==> config.mk <==
export PLATFORM = sky130hd
export DESIGN_NAME = brtgt
export DESIGN_NICKNAME = d
export VERILOG_FILES = /design/src/rtl/brtgt.sv
export SDC_FILE = /design/constraint.sdc
export NUM_CORES = 1
export LEC_CHECK = 0
export BUFFER_PORTS_ARGS = -buffer_cell sky130_fd_sc_hd__buf_4
export CAP_MARGIN = 25
export CORE_MARGIN = 10
export CORE_UTILIZATION = 45
export CTS_CLUSTER_SIZE = 24
export DETAILED_ROUTE_END_ITERATION = 16
export PLACE_DENSITY = 0.76
export SETUP_SLACK_MARGIN = 0.02
export SKIP_CTS_REPAIR_TIMING = 1
export SLEW_MARGIN = 5
export SYNTH_ARGS = -nofsm -noshare
export SYNTH_HDL_FRONTEND = slang
export SYNTH_SLANG_ARGS = --single-unit
export TNS_END_PERCENT = 30
==> constraint.sdc <==
create_clock -name clk -period 7.46 [get_ports clk]
set_input_delay 1.492 -clock clk [delete_from_list [all_inputs] [get_ports clk]]
set_output_delay 1.492 -clock clk [all_outputs]
set_load 0.005 [all_outputs]
==> src/rtl/brtgt.sv <==
module brtgt (
  input  logic        clk,
  input  logic        rst_n,
  input  logic        issue,
  input  logic        is_ext,
  input  logic [12:0] ext_imm,
  input  logic [2:0]  form,
  input  logic [3:0]  cond,
  input  logic        dly,
  input  logic [9:0]  imm,
  input  logic [23:0] rb,
  input  logic [23:0] pc,
  input  logic        z_flag,
  input  logic        n_flag,
  input  logic        c_flag,
  input  logic        v_flag,
  output logic        taken,
  output logic [23:0] target,
  output logic [1:0]  cycles
);
  localparam logic [2:0] F_REL10  = 3'd0;
  localparam logic [2:0] F_REGREL = 3'd1;
  localparam logic [2:0] F_ABS7   = 3'd2;
  localparam logic [2:0] F_REGABS = 3'd3;
  localparam logic [2:0] F_COND   = 3'd4;

  logic [12:0] pfx0, pfx1;
  logic [1:0]  pfx_cnt;

  always_ff @(posedge clk or negedge rst_n) begin
    if (!rst_n) begin
      pfx0    <= '0;
      pfx1    <= '0;
      pfx_cnt <= 2'd0;
    end else if (issue) begin
      if (!is_ext) begin
        pfx_cnt <= 2'd0;
      end else if (pfx_cnt == 2'd0) begin
        pfx0    <= ext_imm;
        pfx_cnt <= 2'd1;
      end else if (pfx_cnt == 2'd1) begin
        pfx1    <= ext_imm;
        pfx_cnt <= 2'd2;
      end
    end
  end

  logic cond_ok;
  always_comb begin
    case (cond)
      4'd0:    cond_ok = !z_flag && !(n_flag ^ v_flag);
      4'd1:    cond_ok = !(n_flag ^ v_flag);
      4'd2:    cond_ok = n_flag ^ v_flag;
      4'd3:    cond_ok = z_flag || (n_flag ^ v_flag);
      4'd4:    cond_ok = !z_flag && !c_flag;
      4'd5:    cond_ok = !c_flag;
      4'd6:    cond_ok = c_flag;
      4'd7:    cond_ok = z_flag || c_flag;
      4'd8:    cond_ok = z_flag;
      4'd9:    cond_ok = !z_flag;
      default: cond_ok = 1'b0;
    endcase
  end

  wire [23:0] seq_pc = pc + 24'd2;
  wire [12:0] latest = (pfx_cnt == 2'd2) ? pfx1 : pfx0;

  logic [23:0] disp_c, disp_j, abs_v;
  always_comb begin
    case (pfx_cnt)
      2'd0:    disp_c = {{16{imm[6]}}, imm[6:0], 1'b0};
      2'd1:    disp_c = {{3{pfx0[12]}}, pfx0, imm[6:0], 1'b0};
      default: disp_c = {pfx0[2:0], pfx1, imm[6:0], 1'b0};
    endcase
    case (pfx_cnt)
      2'd0:    abs_v = {17'd0, imm[6:0]};
      2'd1:    abs_v = {{4{pfx0[12]}}, pfx0, imm[6:0]};
      default: abs_v = {pfx0[3:0], pfx1, imm[6:0]};
    endcase
    if (pfx_cnt == 2'd0) disp_j = {{13{imm[9]}}, imm[9:0], 1'b0};
    else                 disp_j = {latest, imm[9:0], 1'b0};
  end

  always_comb begin
    taken  = 1'b0;
    target = seq_pc;
    cycles = 2'd0;
    if (issue && is_ext) begin
      cycles = 2'd1;
    end else if (issue) begin
      cycles = dly ? 2'd2 : 2'd3;
      case (form)
        F_REL10:  begin taken = 1'b1; target = seq_pc + disp_j; end
        F_REGREL: begin taken = 1'b1; target = seq_pc + rb;     end
        F_ABS7:   begin taken = 1'b1; target = abs_v;           end
        F_REGABS: begin taken = 1'b1; target = rb;              end
        F_COND: begin
          taken = cond_ok;
          if (cond_ok) target = seq_pc + disp_c;
          else         cycles = 2'd2;
        end
        default: cycles = 2'd2;
      endcase
    end
  end
endmodule

# Yosys cells after proc, flatten, opt, wreduce, memory -nomap -nowiden

Cells that the tools add are included.

$add $sub $neg: 4
Equality and inequality tests: 16
Muxes and demuxes: 20
Bitwise logic cells: 2
Reduce and logical (&&, ||, !) cells: 15

Operators by type and width:

| operator                | number |
|---|---|
| $pmux W24 S5            | 1 |
| $mux W24                | 4 |
| $pmux W24 S2            | 2 |
| $add A24 B24 Y24        | 3 |
| $add A24 B2 Y24 const B | 1 |
| $eq A4 B3 Y1 const B    | 4 |
| $mux W13                | 1 |
| $mux W2                 | 5 |
| $pmux W1 S10            | 1 |
| $eq A4 B2 Y1 const B    | 2 |
| $eq A4 B4 Y1 const B    | 2 |
| $eq A3 B2 Y1 const B    | 2 |
| $eq A4 B1 Y1 const B    | 1 |
| $logic_not A4 Y1        | 1 |
| $mux W1                 | 4 |
| $pmux W1 S2             | 2 |
| $reduce_and A4 Y1       | 1 |
| $reduce_or A4 Y1        | 1 |
| $eq A3 B1 Y1 const B    | 1 |
| $eq A3 B3 Y1 const B    | 1 |
| $logic_and A1 B1 Y1     | 3 |
| $logic_not A1 Y1        | 3 |
| $logic_not A3 Y1        | 1 |
| $ne A3 B1 Y1 const B    | 1 |
| 8 further kinds         | 9 |

Register bits: 28
Word-level logic and storage cells: 60

# Longest topological paths before layout

Gate-level depths: netlist of the first run.

Depth after elaboration: 8
Depth in mapped cells: 17
Depth with buffers taken out: 16

# Worst setup path after synthesis of the first run

OpenSTA, ideal clock, no wires.

Path type: input port to output port
From: input port form[0]
To: output port target[22]
Arrival: 5.131 ns
Data required time: 5.968 ns
Setup slack: 0.837 ns
Stages on the path: 15
Path buffers: 2
Cells stage by stage: buf_2 nor3b_4 clkbuf_1 mux2_2 ha_1 nor2b_1 o31ai_1 a31oi_1 o22ai_1 a31oi_1 a211o_1 a31oi_1 mux2i_1 a2111oi_2 a211oi_1

Word-level cells in the longest chain between the ends: 4

Ends and longest elaborated chain:

| item                                       | line | text |
|---|---|---|
| start: declaration                         | 7    | `input logic [2:0] form,` |
| $eq A3 B3 Y1, or another cell as far along | 92   | `case (form)` |
| $pmux W24 S5 *                             | 92   |  |
| $mux W24 *                                 | 90   | `end else if (issue) begin` |
| $mux W24 *                                 | 88   | `if (issue && is_ext) begin` |
| end: declaration                           | 18   | `output logic [23:0] target,` |

Every way passes the cells marked *; elsewhere a longest branch is shown, timed or not.

# Final worst setup path of the first run

From: input port form[1]
To: output port target[22]

The elaborated chain is that of the path after synthesis.

==> impl_metrics.yaml, run 1 <==
floorplan:
  start_util: 0.462
  core_sq_um: 12100
  io_pins: 114
  die_x_um: 132
  die_h_um: 132
  dieArea_sq_um: 17300
  rows: 40
global_route:
  track_usage: 0.217
  antenna_found_initial: 0
  first_global_vias: 5950
  grt_max_degree: 35
  grt_pass1_wl_um: 31600
  grt-ovfl-total: 0
place:
  dp_hpwl_um: 16300
  placed_cell_area_sq_um: 6600
  gp_congestion: 0.962
  place_inst: 1012
  io_buffers: 113
sta:
  worst_slew_pin_slew_ps: 955
  slew_viol_final: 0
  max_clock_freq_mhz: 146
  whs_ps: 511
  min_period_over_period: 0.919
  relSlewSlack: 0.363
  clock_skew_ps: 3.43
  fin_setup_tns_ps: 0
  rsz0062_at_grt: "no"
  setup_viol: 0
  fin_crit_ps: 6850
  hold_viol: 0
cts:
  clk_latency_ps: 250
  clockRootBuffer: "clkbuf_16"
  htreeDepth: 1
  path_clk_slew_ps: 60
  clock-sinks: 28
  cts_tree: "built"
  numCtsBuffers: 3
  cts_buffer_depth: 2
synth:
  seq_area_frac_synth: 0.125
  synth_cells: 753
  synth.distinct_cells: 79
  synth_nets: 887
  yosysWarnings: 0
  ys.flop_type: "dfrtp_1"
  syn-mean-instance-area_sq_um: 7.43
  synth_edf_count: 0
  synth_area_sq_um: 5600
  async_reset_ff_frac: 1.00
  ys_ff_latch: 28
worst_hold_path:
  worstHoldPathType: "reg2reg"
  hp-start: "pfx0[12]$_DFFE_PN0P_"
cells_and_area:
  area_growth_pct: 19.3
  drive_gt1_frac: 0.220
  fin_nets: 983
  final_area_sq_um: 6670
  final_cell_mix: "buf_4 (121), a21oi_1 (81), nor2_1 (71)"
  n_antenna_cell: 0
  final_cell_count_no_fill: 1015
  final_common_cell: "buf_4"
route:
  drt_iter0_drc: 578
  dr.pass1.iters: 6
  wl_um: 20000
  route.vias.total: 6205
  avgRoutedWirePerCell_um: 19.7
  vias_per_cell: 6.11
  ant_nets: 0
  drc: 0
pwr:
  power.density_nw_per_um2: 228
  peakVddDrop_mv: 0.231
  p_leak_uw: 0.00293
worst_setup_path:
  r2r_end: "pfx1[5]$_DFFE_PN0P_"
  critical_path_arrival_ps: 5360
  cp.required_ps: 5970
  setup.worst_path.end: "target[22]"
  cp-startpoint: "form[1]"
  rr_worst_depth: 3
  critPathLaunchType: "input pin"
  cp-end-kind: "output pin"
  r2r_start: "pfx_cnt[0]$_DFFE_PN0P_"
  cp_max_fo: 14
  path_class: "in2out"
  r2r_slack_ps: 5160
outcome:
  status: "completed"
job:
  cap_violations: 0
-- layer usage --
metal  share of wire  GRT usage  vias to the layer above  wire, um
met5               0          0                        -         0
met4           0.025     0.0612                        0       497
met3           0.085     0.0293                       33      1700
met2            0.44      0.346                      313      8800
met1            0.45      0.297                     2837      8970
li1                -          -                     3022         -
-- final cells by class --
cell class / count / area [sq um]
fill: 1180 / 5440
multi-input combinational: 670 / 4680
timing repair buffer: 121 / 908
sequential: 28 / 701
tap: 168 / 210
inverter: 25 / 93.8
clock buffer: 3 / 75.1
-- worst min-delay path by stage --
| stage | end | slack [ps] | cells after the start |
|---|---|---|---|
| global placement | pfx0[12]$_DFFE_PN0P_ | 490 | 1 |
| finish | pfx0[12]$_DFFE_PN0P_ | 510 | 1 |
| CTS | pfx0[12]$_DFFE_PN0P_ | 510 | 1 |
| floorplan | pfx0[12]$_DFFE_PN0P_ | 470 | 1 |
| global route | pfx0[10]$_DFFE_PN0P_ | 530 | 1 |
| detailed placement | pfx0[12]$_DFFE_PN0P_ | 490 | 1 |
-- kinds of logic (layout without fill, tap and decap cells) --
kind of cell / Yosys count / count (layout) / share of synthesized area
flops: 28 / 28 / 0.125
simple gates: 232 / 232 / 0.201
compound gates: 283 / 283 / 0.336
buf+inv: 55 / 149 / 0.0376
fa+ha+maj: 48 / 48 / 0.110
xor+xnor: 61 / 61 / 0.0993
mux: 46 / 46 / 0.0910
-- sequential cells by signal, summed over array words and instances (netlist names) --
name and cells:
pfx0 13, pfx1 13, pfx_cnt 2
-- where the power goes --
part	internal (uW)	switching, uW	total (uW)
Sequential	221	66.5	288
Clock	70.9	43.4	114
Combinational	497	622	1120
-- Yosys cell counts, drive strengths merged (6+ instances only) --
cell / instances / share of area
mux2i: 7 / 0.013
o21ai: 64 / 0.058
a221oi: 6 / 0.0094
a22o: 14 / 0.022
nor2b: 12 / 0.013
mux2: 39 / 0.078
clkbuf: 27 / 0.018
a211oi: 13 / 0.018
ha: 45 / 0.10
o21bai: 7 / 0.0094
xnor2: 35 / 0.056
a21o: 19 / 0.025
nand3: 18 / 0.018
and3: 8 / 0.0089
xor2: 25 / 0.039
nor2: 71 / 0.048
o31ai: 7 / 0.010
and2: 7 / 0.0078
dfrtp: 28 / 0.13
o21a: 7 / 0.0094
nand2b: 6 / 0.0067
a21oi: 81 / 0.072
a31oi: 11 / 0.012
nor3: 17 / 0.016
nand2: 67 / 0.045
inv: 25 / 0.017
-- per-stage QoR --
step | setup slack [ps] | power, uW | utilization
floorplan | 837 | 1100 | -
detailed placement | 687 | 1380 | 0.545
global placement | 687 | 1360 | 0.545
CTS | 651 | 1500 | 0.551
global route | 291 | 1650 | 0.551
finish | 607 | 1520 | 0.551
-- critical path, cell delays in order --
cell and delay, ps:
buf_4 160, nor3b_4 280, buf_4 240, mux2_2 350, ha_1 230, o31ai_1 500
a31oi_1 280, o22ai_1 260, a31oi_1 210, a211o_1 340, a31oi_1 210, mux2i_1 310
a2111oi_2 80, a211oi_1 260, buf_4 160
(Power assumes the default switching activity.)
==> run 2: changes to the inputs <==
- CORE_MARGIN: 10 -> 2
==> run 2 against run 1 <==
Against the previous run: sequential share of layout area is 0.086 points lower; flip-flop and latch count stayed put; final cell count rose by 0.30%; first-iteration DRC count up 19%; sequential power barely moved.
==> impl_metrics.yaml, run 2 (synthesis gave the netlist of run 1 again) <==
floorplan:
  die_x_um: 116
  start_util: 0.464
  rows: 40
  dieArea_sq_um: 13300
  core_sq_um: 12100
  die_h_um: 116
  io_pins: 114
worst_setup_path:
  r2r_slack_ps: 5120
  cp-end-kind: "output pin"
  cp.required_ps: 5970
  path_buf_inv: 4
  cp_slowest_cell: "ha_1"
  critPathLaunchType: "input pin"
  r2r_end: "pfx1[9]$_DFFE_PN0P_"
  rr_worst_depth: 3
  critical_path_arrival_ps: 5470
  crit_top_cell: "buf_4"
  path_class: "in2out"
  path_depth: 19
  r2r_start: "pfx_cnt[0]$_DFFE_PN0P_"
  max_stage_delay_ps: 410
  cp-startpoint: "pc[1]"
  cp_top_family: "compound AO/OA/AOI/OAI gates"
  setup.worst_path.end: "target[21]"
  cp_max_fo: 8
  cp_cell_sequence: "buf_4, ha_1, nand2_1, nor3_1, xnor2_1, inv_1, ha_1, nand2_1, nor2_1, and2_1, a21boi_0, buf_4, o31ai_2, o2111ai_1, a21oi_1, mux2i_1, a211oi_1, a21oi_1, buf_4"
route:
  drc: 0
  route.vias.total: 6247
  avgRoutedWirePerCell_um: 19.0
  drt_iter0_drc: 686
  vias_per_cell: 6.14
  dr.pass1.iters: 6
  ant_nets: 0
  wl_um: 19400
pwr:
  power.density_nw_per_um2: 233
  p_leak_uw: 0.00295
  sequentialPowerShare: 0.183
  peakVddDrop_mv: 0.258
  p_sw_frac: 0.483
  power_switching_uw: 759
  internal-power_uw: 812
  p_comb_frac: 0.736
  clkPwrFrac: 0.082
worst_hold_path:
  worstHoldPathType: "reg2reg"
global_route:
  grt_max_degree: 36
  antenna_found_initial: 0
  grt-ovfl-total: 0
  grt_pass1_wl_um: 30000
  first_global_vias: 5753
  track_usage: 0.284
sta:
  relSlewSlack: 0.374
  max_clock_freq_mhz: 144
  clock_skew_ps: 2.04
  slew_viol_final: 0
  hold_viol: 0
  fin_setup_tns_ps: 0
  worst_slew_pin_slew_ps: 937
  setup_viol: 0
  fin_crit_ps: 6960
  rsz0062_at_grt: "no"
  min_period_over_period: 0.934
outcome:
  status: "completed"
place:
  gp_congestion: 0.986
  io_buffers: 113
  dp_hpwl_um: 15700
cts:
  path_clk_slew_ps: 60
  cts_tree: "built"
  clk_latency_ps: 260
  clock-sinks: 28
  numCtsBuffers: 3
  clockRootBuffer: "clkbuf_16"
  cts_buffer_depth: 2
  htreeDepth: 1
cells_and_area:
  fillers: 1133
  drive_gt1_frac: 0.224
  area_growth_pct: 20.2
  final_common_cell: "buf_4"
  n_antenna_cell: 0
  fin_nets: 985
  post-route-util: 0.558
  final_cell_mix: "buf_4 (122), a21oi_1 (81), nor2_1 (71)"
  reg_top3: "pfx0 x13, pfx1 x13, pfx_cnt x2"
job:
  cap_violations: 0
run 2: cell types whose count changed in the layout (fill, tap and decap cells not counted):
cell and delta:
a31oi_1 -1, a31oi_2 +1, buf_16 +1, buf_4 +1
clkbuf_8 +1
run 2: power by group through the flow:
stage,combinational [uW],sequential (uW),clock (uW)
floorplan,838,258,0
global placement,1110,284,0
detailed placement,1120,289,0
CTS,1130,287,131
global route,1270,300,137
finish,1160,287,129
run 2: how the worst min path moves through the flow:
stage	start	end	slack (ps)	cells after the start
floorplan	pfx0[12]$_DFFE_PN0P_	pfx0[12]$_DFFE_PN0P_	470	1
global placement	pfx0[8]$_DFFE_PN0P_	pfx0[8]$_DFFE_PN0P_	500	1
detailed placement	pfx0[8]$_DFFE_PN0P_	pfx0[8]$_DFFE_PN0P_	500	1
CTS	pfx0[11]$_DFFE_PN0P_	pfx0[11]$_DFFE_PN0P_	520	1
global route	pfx0[11]$_DFFE_PN0P_	pfx0[11]$_DFFE_PN0P_	530	1
finish	pfx0[11]$_DFFE_PN0P_	pfx0[11]$_DFFE_PN0P_	510	1
run 2: layer usage:
| metal | vias up | global-route usage | part of all wire |
|---|---|---|---|
| met5 | - | 0 | 0 |
| met3 | 43 | 0.0418 | 0.098 |
| li1 | 3029 | - | - |
| met1 | 2855 | 0.396 | 0.44 |
| met4 | 0 | 0.0747 | 0.025 |
| met2 | 320 | 0.459 | 0.44 |
run 2: area by class of cell:
cell class                 count  area, sq um  share of cell area
multi-input combinational    670         4690               0.697
tap                          168          210              0.0312
sequential                    28          701               0.104
timing repair buffer         123          943               0.140
inverter                      25         93.8              0.0139
clock buffer                   4         88.8              0.0132
run 2: worst register-to-register path, cell delays in order (launching register included):
cell and delay [ps]:
dfrtp_1 880, nor2b_1 330, nand3_1 530, mux2_2 480
run 2: metrics by stage:
step | hold slack [ps] | cells | total power (uW) | area, sq um | worst slack (ps)
2_1_floorplan | 473 | 753 | 1100 | 5600 | 837
3_3_place_gp | 495 | 1013 | 1400 | 6610 | 677
3_5_place_dp | 498 | 1013 | 1410 | 6610 | 626
4_1_cts | 515 | 1017 | 1540 | 6700 | 606
5_1_grt | 533 | 1018 | 1700 | 6730 | 135
6_report | 510 | 1018 | 1570 | 6730 | 495
==> run 3: changes to the inputs <==
- CTS_CLUSTER_SIZE: 24 -> 25
- clock period: 7.46 -> 7.4 ns (I/O delays scaled with it)
==> run 3 against run 2 <==
Against the previous run: clock power is 22% higher; via count grew 1.8%; clock skew increased by 1.5 ps; wire length up 1.2%; flip-flop and latch count unchanged.
==> impl_metrics.yaml, run 3 (synthesis gave the netlist of run 1 again) <==
cells_and_area:
  post-route-util: 0.560
  n_antenna_cell: 0
  final_cell_count_no_fill: 1021
  area_growth_pct: 20.6
  final_cell_mix: "buf_4 (125), a21oi_1 (81), nor2_1 (71)"
  final_common_cell: "buf_4"
  fin_nets: 988
  drive_gt1_frac: 0.226
  reg_top3: "pfx0 x13, pfx1 x13, pfx_cnt x2"
worst_hold_path:
  whs_endpoint: "pfx0[11]$_DFFE_PN0P_"
  hp-start: "pfx0[11]$_DFFE_PN0P_"
  worstHoldPathType: "reg2reg"
  hold_depth: 1
sta:
  hold_viol: 0
  slew_viol_final: 0
  min_period_over_period: 0.928
  worst_slew_pin_slew_ps: 966
  fin_crit_ps: 6860
  clock_skew_ps: 3.57
  relSlewSlack: 0.354
  rsz0062_at_grt: "no"
  fin_setup_tns_ps: 0
  worst_slack_ps: 536
  setup_viol: 0
  max_clock_freq_mhz: 146
floorplan:
  io_pins: 114
  die_h_um: 116
  die_x_um: 116
  core_sq_um: 12100
  start_util: 0.464
  dieArea_sq_um: 13300
  rows: 40
route:
  dr.pass1.iters: 5
  wl_um: 19600
  vias_per_cell: 6.23
  drt_iter0_drc: 553
  drc: 0
  ant_nets: 0
  route.vias.total: 6359
  avgRoutedWirePerCell_um: 19.2
worst_setup_path:
  cp_max_fo: 14
  cp.required_ps: 5920
  path_class: "in2out"
  rr_worst_depth: 4
  critPathLaunchType: "input pin"
  r2r_start: "pfx_cnt[0]$_DFFE_PN0P_"
  r2r_slack_ps: 5240
  critical_path_arrival_ps: 5380
  r2r_end: "pfx1[12]$_DFFE_PN0P_"
  cp-end-kind: "output pin"
pwr:
  p_leak_uw: 0.00296
  peakVddDrop_mv: 0.246
  sequentialPowerShare: 0.179
  p_comb_frac: 0.724
  power.density_nw_per_um2: 238
  internal-power_uw: 845
  clkPwrFrac: 0.097
  p_sw_frac: 0.474
  power_switching_uw: 762
global_route:
  grt_pass1_wl_um: 30300
  grt_max_degree: 31
  grt-ovfl-total: 0
  first_global_vias: 5939
  antenna_found_initial: 0
  track_usage: 0.288
cts:
  htreeDepth: 1
  cts_buffer_depth: 2
  clk_latency_ps: 260
  clockRootBuffer: "clkbuf_16"
  cts_tree: "built"
  path_clk_slew_ps: 60
  clock-sinks: 28
  numCtsBuffers: 3
place:
  place_inst: 1016
  io_buffers: 113
  dp_slack_ps: 593
  gp_congestion: 0.978
  dp_hpwl_um: 15900
job:
  cap_violations: 0
outcome:
  status: "completed"
## run 3: changes by cell type in the layout (fill, tap and decap cells not counted)
cell	previous run	this run
clkbuf_8	1	0
bufinv_16	0	1
buf_6	0	1
buf_4	122	125
buf_16	1	0
## run 3: per-stage QoR
step	hold slack, ps	total power (uW)	instance area (sq um)
3_5_place_dp	497	1420	6630
4_1_cts	516	1580	6740
6_report	509	1610	6750
3_3_place_gp	487	1410	6630
2_1_floorplan	473	1100	5600
5_1_grt	537	1740	6750
## run 3: final cells by class
cell class | count | area (sq um)
well taps | 168 | 210
multi-input cells | 670 | 4690
fillers | 1189 | 5310
clock buffers | 3 | 75.1
clock inverters | 1 | 30.0
repair buffers | 126 | 950
flip-flops and latches | 28 | 701
inverters | 25 | 93.8
## run 3: how the worst max path moves through the flow
| stage | startpoint | end | cells after the start |
|---|---|---|---|
| 6_report | form[1] | target[22] | 15 |
| 5_1_grt | form[1] | target[22] | 15 |
| 4_1_cts | pc[1] | target[19] | 19 |
| 3_5_place_dp | pc[1] | target[19] | 19 |
| 3_3_place_gp | form[1] | target[18] | 15 |
| 2_1_floorplan | form[0] | target[22] | 15 |
## run 3: critical path, cell delays in order
cell	delay (ps)
buf_4	160
nor3b_4	360
buf_4	250
mux2_2	350
ha_1	240
o31ai_1	490
a31oi_1	280
o22ai_1	220
a31oi_1	200
a211o_1	350
a31oi_1	220
mux2i_1	310
a2111oi_2	80
a211oi_1	250
buf_4	150
## run 3: per-layer routing
| metal | up-vias | wire (um) | track usage |
|---|---|---|---|
| li1 | 3035 | - | - |
| met1 | 2948 | 8360 | 0.404 |
| met2 | 332 | 8780 | 0.471 |
| met3 | 44 | 1960 | 0.0356 |
| met4 | 0 | 505 | 0.0755 |
| met5 | - | 0 | 0 |
## run 3: power by group through the flow
stage | Sequential [uW] | Clock (uW) | Combinational [uW]
after floorplan | 260 | 0 | 845
after global placement | 284 | 0 | 1120
after detailed placement | 289 | 0 | 1130
after CTS | 287 | 158 | 1140
after global routing | 299 | 161 | 1280
final | 288 | 157 | 1160
